### src/rtl/dma_desc_pkg.sv
package dma_desc_pkg;

  localparam int WORD_W   = 32;
  localparam int LANES    = WORD_W / 8;
  localparam int MAX_WRDS = 8;
  localparam int IDX_W    = $clog2(MAX_WRDS);
  localparam int COMMIT_B = 31;

  // Packed descriptor as seen by downstream masters (MSB first).
  typedef struct packed {
    logic [31:0] control;
    logic [15:0] wrStride;
    logic [15:0] rdStride;
    logic [7:0]  wrBurst;
    logic [7:0]  rdBurst;
    logic [15:0] seqTag;
    logic [31:0] xferLen;
    logic [63:0] wrAddr;
    logic [63:0] rdAddr;
  } desc_t;

  localparam int DESC_W = $bits(desc_t);

  // Strobes from the decode/control side to the staging datapath.
  typedef struct packed {
    logic [MAX_WRDS-1:0] wordSel;
    logic [LANES-1:0]    laneEn;
    logic                push;
  } stage_stb_t;

endpackage

### src/rtl/desc_ctrl.sv
module desc_ctrl
  import dma_desc_pkg::*;
#(
  parameter bit EXTENDED = 1'b1
) (
  input  logic             clk,
  input  logic             rstN,
  input  logic             wrEn,
  input  logic [IDX_W-1:0] wrWord,
  input  logic             wrCommitBit,
  input  logic [LANES-1:0] wrByteEn,
  input  logic             fifoFull,
  output stage_stb_t       stb,
  output logic             overflow
);

  localparam int WORDS    = EXTENDED ? 8 : 4;
  localparam int CTRL_IDX = WORDS - 1;

  logic inRange;
  logic commitReq;
  logic overflowQ;

  assign inRange   = (32'(wrWord) < WORDS);
  assign commitReq = wrEn && inRange && (32'(wrWord) == CTRL_IDX)
                     && wrByteEn[LANES-1] && wrCommitBit;

  always_comb begin
    stb = '0;
    for (int w = 0; w < MAX_WRDS; w++) begin
      stb.wordSel[w] = wrEn && inRange && (32'(wrWord) == w);
    end
    stb.laneEn = wrEn ? wrByteEn : '0;
    stb.push   = commitReq && !fifoFull;
  end

  always_ff @(posedge clk or negedge rstN) begin
    if (!rstN) begin
      overflowQ <= 1'b0;
    end else if (commitReq && fifoFull) begin
      overflowQ <= 1'b1;
    end
  end

  assign overflow = overflowQ;

  // once set, the drop flag stays until reset
  a_r8_overflow_sticky: assert property (@(posedge clk) disable iff (!rstN)
    overflowQ |=> overflowQ);

  // a queued descriptor always comes from a control-word write with lane 3
  a_r5_push_from_ctrl: assert property (@(posedge clk) disable iff (!rstN)
    stb.push |-> (stb.wordSel[CTRL_IDX] && stb.laneEn[LANES-1]));

  // a write-side strobe never reaches a full queue
  a_r8_no_push_full: assert property (@(posedge clk) disable iff (!rstN)
    fifoFull |-> !stb.push);

endmodule

### src/rtl/desc_datapath.sv
module desc_datapath
  import dma_desc_pkg::*;
#(
  parameter bit EXTENDED = 1'b1
) (
  input  logic              clk,
  input  logic              rstN,
  input  stage_stb_t        stb,
  input  logic [WORD_W-1:0] wrData,
  output desc_t             nextDesc
);

  localparam int WORDS = EXTENDED ? 8 : 4;

  logic [WORD_W-1:0] stageQ [WORDS];
  logic [WORD_W-1:0] stageD [WORDS];

  for (genvar w = 0; w < WORDS; w++) begin : g_word
    for (genvar b = 0; b < LANES; b++) begin : g_lane
      assign stageD[w][8*b +: 8] = (stb.wordSel[w] && stb.laneEn[b])
                                   ? wrData[8*b +: 8] : stageQ[w][8*b +: 8];

      // a lane not addressed by the strobe keeps its byte
      a_r4_lane_hold: assert property (@(posedge clk) disable iff (!rstN)
        !(stb.wordSel[w] && stb.laneEn[b]) |=> $stable(stageQ[w][8*b +: 8]));
    end

    always_ff @(posedge clk or negedge rstN) begin
      if (!rstN) begin
        stageQ[w] <= '0;
      end else begin
        stageQ[w] <= stageD[w];
      end
    end
  end

  // Pushed entry is built from the merged (same-cycle) word values.
  if (EXTENDED) begin : g_ext_map
    always_comb begin
      nextDesc          = '0;
      nextDesc.rdAddr   = {stageD[5], stageD[0]};
      nextDesc.wrAddr   = {stageD[6], stageD[1]};
      nextDesc.xferLen  = stageD[2];
      nextDesc.seqTag   = stageD[3][15:0];
      nextDesc.rdBurst  = stageD[3][23:16];
      nextDesc.wrBurst  = stageD[3][31:24];
      nextDesc.rdStride = stageD[4][15:0];
      nextDesc.wrStride = stageD[4][31:16];
      nextDesc.control  = stageD[7];
    end
  end else begin : g_cmp_map
    always_comb begin
      nextDesc         = '0;
      nextDesc.rdAddr  = {32'h0, stageD[0]};
      nextDesc.wrAddr  = {32'h0, stageD[1]};
      nextDesc.xferLen = stageD[2];
      nextDesc.control = stageD[3];
    end
  end

endmodule

### src/rtl/desc_fifo.sv
module desc_fifo #(
  parameter int DEPTH = 4,
  parameter int WIDTH = 256
) (
  input  logic             clk,
  input  logic             rstN,
  input  logic             push,
  input  logic [WIDTH-1:0] pushData,
  input  logic             popReady,
  output logic             headValid,
  output logic [WIDTH-1:0] headData,
  output logic             full
);

  localparam int PTR_W = (DEPTH > 1) ? $clog2(DEPTH) : 1;
  localparam int CNT_W = $clog2(DEPTH + 1);
  localparam logic [PTR_W-1:0] LAST = PTR_W'(DEPTH - 1);
  localparam logic [CNT_W-1:0] CNT_FULL = CNT_W'(DEPTH);

  logic [WIDTH-1:0] mem [DEPTH];
  logic [PTR_W-1:0] wrPtr, rdPtr;
  logic [CNT_W-1:0] count;
  logic             pop;

  assign headValid = (count != '0);
  assign full      = (count == CNT_FULL);
  assign pop       = headValid && popReady;
  assign headData  = mem[rdPtr];

  always_ff @(posedge clk or negedge rstN) begin
    if (!rstN) begin
      wrPtr <= '0;
      rdPtr <= '0;
      count <= '0;
    end else begin
      if (push) begin
        wrPtr <= (wrPtr == LAST) ? '0 : wrPtr + 1'b1;
      end
      if (pop) begin
        rdPtr <= (rdPtr == LAST) ? '0 : rdPtr + 1'b1;
      end
      if (push && !pop) begin
        count <= count + 1'b1;
      end else if (pop && !push) begin
        count <= count - 1'b1;
      end
    end
  end

  always_ff @(posedge clk) begin
    if (push) begin
      mem[wrPtr] <= pushData;
    end
  end

  // occupancy never passes the depth
  a_r8_count_bound: assert property (@(posedge clk) disable iff (!rstN)
    count <= CNT_FULL);

  // an entry not taken stays at the head
  a_r7_head_hold: assert property (@(posedge clk) disable iff (!rstN)
    (headValid && !popReady) |=> (headValid && $stable(headData)));

  // a taken head with no new entry lowers occupancy by one
  a_r7_pop_drains: assert property (@(posedge clk) disable iff (!rstN)
    (pop && !push) |=> (count == $past(count) - 1'b1));

endmodule

### src/rtl/dma_desc_port.sv
module dma_desc_port
  import dma_desc_pkg::*;
#(
  parameter bit EXTENDED   = 1'b1,
  parameter int FIFO_DEPTH = 4
) (
  input  logic              clk,
  input  logic              rstN,
  input  logic              wrEn,
  input  logic [2:0]        wrWord,
  input  logic [31:0]       wrData,
  input  logic [3:0]        wrByteEn,
  output logic              descFull,
  output logic              descOverflow,
  output logic              descValid,
  input  logic              descReady,
  output logic [DESC_W-1:0] descOut
);

  stage_stb_t stb;
  desc_t      nextDesc;

  desc_ctrl #(.EXTENDED(EXTENDED)) i_ctrl (
    .clk        (clk),
    .rstN       (rstN),
    .wrEn       (wrEn),
    .wrWord     (wrWord),
    .wrCommitBit(wrData[COMMIT_B]),
    .wrByteEn   (wrByteEn),
    .fifoFull   (descFull),
    .stb        (stb),
    .overflow   (descOverflow)
  );

  desc_datapath #(.EXTENDED(EXTENDED)) i_datapath (
    .clk     (clk),
    .rstN    (rstN),
    .stb     (stb),
    .wrData  (wrData),
    .nextDesc(nextDesc)
  );

  desc_fifo #(.DEPTH(FIFO_DEPTH), .WIDTH(DESC_W)) i_fifo (
    .clk      (clk),
    .rstN     (rstN),
    .push     (stb.push),
    .pushData (nextDesc),
    .popReady (descReady),
    .headValid(descValid),
    .headData (descOut),
    .full     (descFull)
  );

endmodule

### config.mk
export PLATFORM = sky130hd
export DESIGN_NAME = dma_desc_port
export DESIGN_NICKNAME = d
export VERILOG_FILES = /design/src/rtl/dma_desc_pkg.sv /design/src/rtl/desc_ctrl.sv /design/src/rtl/desc_datapath.sv /design/src/rtl/desc_fifo.sv /design/src/rtl/dma_desc_port.sv
export SDC_FILE = /design/constraint.sdc
export NUM_CORES = 1
export LEC_CHECK = 0
export ABC_AREA = 1
export BUFFER_PORTS_ARGS = -buffer_cell sky130_fd_sc_hd__buf_2
export CAP_MARGIN = 20
export CORE_MARGIN = 10
export CORE_UTILIZATION = 40
export CTS_CLUSTER_SIZE = 20
export DETAILED_ROUTE_END_ITERATION = 12
export SLEW_MARGIN = 20
export SYNTH_ARGS = -nofsm -noshare
export SYNTH_HDL_FRONTEND = slang
export SYNTH_SLANG_ARGS = --single-unit
### constraint.sdc
create_clock -name clk -period 12.5 [get_ports clk]
set_clock_uncertainty 0.1 [all_clocks]
set_input_delay 3.125 -clock clk [delete_from_list [all_inputs] [get_ports clk]]
set_output_delay 3.125 -clock clk [all_outputs]
set_load 0.05 [all_outputs]
==> flow_metrics.env <==
export IMPL_initial_core_util_pct=40.44
export IMPL_cts_buffer_depth=3
export IMPL_relSlewSlack_pct=19.75
export IMPL_max_stage_delay_ps=920
export IMPL_yosys_area_top_type="edfxtp_1"
export IMPL_timing_rr_end="i_fifo.mem[2][101]"
export IMPL_switching_power_w=0.006228
export IMPL_drt_iter0_markers=2982
export IMPL_syn_to_final_growth_pct=14.59
export IMPL_p_leak_nw=19.89
export IMPL_yosysWarningCount=0
export IMPL_power_density_mw_per_mm2=263.6
export IMPL_pwr_share_seq_pct=34.9
export IMPL_post_drt_wl_per_cell_um=25.15
export IMPL_cts_tree="done"
export IMPL_post_synth_top_area_fraction_pct=63.22
export IMPL_holdWs_ps=406.1
export IMPL_firstDrtPassIters=5
export IMPL_power_w=0.01469
export IMPL_fin_area_mm2=0.05574
export IMPL_h_tree_depth=4
export IMPL_start_kind="register"
export IMPL_cp_end_kind="primary output"
export IMPL_synth_edf_count=1024
export IMPL_fin_setup_tns_ps=0
export IMPL_rsz0062_at_grt="no"
export IMPL_swShare_pct=42.39
export IMPL_io_buffers=301
export IMPL_tightestPinTransition_ps=1202
export IMPL_syn_area_mm2=0.04864
export IMPL_num_vias=28924
export IMPL_worstHoldPathType="register to register"
export IMPL_cpMaxStageDelayCell="buf_4"
export IMPL_clockPowerShare_pct=27.2
export IMPL_cts_clk_slew_worst_paths_ps=50
export IMPL_via_per_inst=5.332
export IMPL_r2r_cells=6
export IMPL_crit_end="descOut[157]"
export IMPL_crit_cells=5
export IMPL_status="complete, no violations"
export IMPL_cp_required_ps=9270
export IMPL_combPwrFrac_pct=37.8
export IMPL_yosysSeqAreaShare_pct=76.80
export IMPL_ir_drop_mv=0.3276
export IMPL_avgSynthCellArea_um2=14.22
export IMPL_cp_top_family="buffers and inverters"
export IMPL_r2r_setup_slack_ps=8170
export IMPL_ys_top_cells_by_count="edfxtp_1 (1024), o21ai_0 (715), nor2_1 (423), nand2_1 (280), dfrtp_1 (264)"
export IMPL_path_buf_inv=3
export IMPL_synth_area_top_cells="edfxtp_1 (63%), dfrtp_1 (14%), o21ai_0 (7.4%)"
export IMPL_place_ws_ps=5353
export IMPL_rows=127
export IMPL_ys_async_sr_fraction_pct=20.50
export IMPL_grt_max_degree=319
export IMPL_root_buffer="clkbuf_16"
export IMPL_cap_viol_max_count=0
export IMPL_setup_viol=0
export IMPL_ant_nets=0
export IMPL_fin_ws_ps=4583
export IMPL_grt_usage_pct=19.67
export IMPL_postCtsSetupBuffers=0
export IMPL_grt_pass1_vias=27861
export IMPL_critPathKind="register to primary output"
export IMPL_finalCritPeriodShare_pct=63.33
export IMPL_wirelength_um=136400
export IMPL_numCtsBuffers=139
export IMPL_dp_hpwl_um=78570
export IMPL_insertion_delay_ps=760
export IMPL_drive_above_1_share_pct=20.70
export IMPL_synth_nets=3470
export IMPL_postCtsResizedCells=0
export IMPL_yosysMostFrequentCell="edfxtp_1"
export IMPL_ys_ff_latch=1288
export IMPL_coreArea_mm2=0.1203
export IMPL_synth_ff_type="edfxtp_1"
export IMPL_grt_overflow_total=0
export IMPL_die_area_mm2=0.1360
export IMPL_nets=3741
export IMPL_startpoint="i_fifo.rdPtr[0]"
export IMPL_cts_hold_buf=0
export IMPL_synthDistinctLibCells=28
export IMPL_die_x_um=368.7
export IMPL_p_int_w=0.008463
export IMPL_max_freq_mhz=126.3
export IMPL_drc=0
export IMPL_routabilityCongestion=0.7437
export IMPL_min_period_ps=7917
export IMPL_crit_arrival_ps=4690
export IMPL_dieHeight_um=368.7
export IMPL_postPlaceCellArea_mm2=0.05121
export IMPL_r2r_start="i_fifo.count[0]"
export IMPL_clock_sinks=1288
export IMPL_antenna_found_initial=32
export IMPL_hold_viol=0
export IMPL_cp_max_fo=197
export IMPL_finalMaxSlewViolations=0
export IMPL_grt_pass1_wl_um=198200
export IMPL_synth_cells=3420
export IMPL_crit_chain="buf_12 > buf_4 > o21ai_0 > o22ai_1 > buf_2"
export IMPL_io_pins=302
-- tightest hold or removal path, stage by stage, from the launching register on --
cell	delay [ps]
dfrtp_1	320
nand2_1	60
o21ai_2	90
-- power groups by stage --
stage / Combinational, W / Clock (W) / Sequential, W
4_1_cts: 0.00565 / 0.00407 / 0.00513
5_1_grt: 0.00593 / 0.00426 / 0.00515
2_1_floorplan: 0.00412 / 0 / 0.00515
3_5_place_dp: 0.00564 / 0 / 0.00522
6_report: 0.00556 / 0.00400 / 0.00513
3_3_place_gp: 0.00560 / 0 / 0.00521
-- how the worst min path moves through the flow --
stage                            end             startpoint  cells after the start
5_1_grt              i_fifo.count[2]        i_fifo.count[2]                      1
3_5_place_dp   i_datapath.stageQ[27]  i_datapath.stageQ[27]                      2
2_1_floorplan        i_fifo.count[2]        i_fifo.count[2]                      1
3_3_place_gp         i_fifo.count[2]        i_fifo.count[2]                      1
4_1_cts        i_datapath.stageQ[27]  i_datapath.stageQ[27]                      2
6_report       i_datapath.stageQ[27]  i_datapath.stageQ[27]                      2
-- through the flow --
stage / util (%) / cells
6_report: 46.34 / 5425
5_1_grt: 46.33 / 5420
4_1_cts: 46.31 / 5418
3_5_place_dp: 42.57 / 5162
3_3_place_gp: 42.55 / 5161
2_1_floorplan: - / 3420
-- layout by cell type (no fill, tap or decap), types with 3 or more instances in the layout --
cell type   Yosys  routed
clkbuf_16       0     141
dfrtp_1       264     262
edfxtp_1     1024    1024
o21ai_0       715     715
o22ai_2       100     100
buf_4          19      30
bufinv_16       0       6
nand2_2        27      27
diode_2         0       7
buf_2          63     300
nand4_1         3       3
clkinv_16       0       3
ha_1            6       6
clkbuf_8        0      18
clkbuf_1       80      37
clkinv_2        0      17
inv_16          0       3
inv_1          47      45
clkinvlp_4      0       3
o21ai_2         7       7
o22ai_1       156     156
nor2_4          4       8
clkinv_1        0      20
inv_6           1       6
buf_12         11       3
nor2_1        423     419
nor2_2        104     104
o21ai_1        45      45
nand2_1       280     280
-- layer usage --
layer | GRT usage, % | share of wire (%) | vias up | wire length (um)
met5 | 0 | 0.0095 | - | 13
met4 | 7.035 | 3.3 | 2 | 4497
met3 | 5.164 | 8.3 | 194 | 11370
met2 | 28.39 | 44 | 1026 | 59580
met1 | 28.43 | 45 | 14595 | 60980
li1 | - | - | 13107 | -
-- state kept, by name, indices dropped and copies added (netlist names) --
name and count:
i_fifo.wrPtr 2, i_fifo.rdPtr 2, i_fifo.mem 1024, i_ctrl.overflow 1
i_datapath.stageQ 256, i_fifo.count 3
-- logic make-up after synthesis --
group / Yosys count / share of synthesized area (%)
XOR/XNOR: 2 / 0.03602
flip-flops: 1288 / 76.80
AO/OA/AOI/OAI: 1026 / 12.56
AND/OR/NAND/NOR: 842 / 7.262
buffers and inverters: 255 / 3.148
adder cells (fa/ha/maj): 7 / 0.1955
-- layout make-up --
class | count | area, um^2
inverters | 50 | 221.5
clock inverters | 60 | 589.3
fillers | 10595 | 64550
flip-flops and latches | 1288 | 37360
repair buffers | 335 | 1829
multi-input cells | 1877 | 9784
clock buffers | 196 | 3915
well taps | 1612 | 2017
diodes | 7 | 17.52
Power figures use the tool's default switching activity.
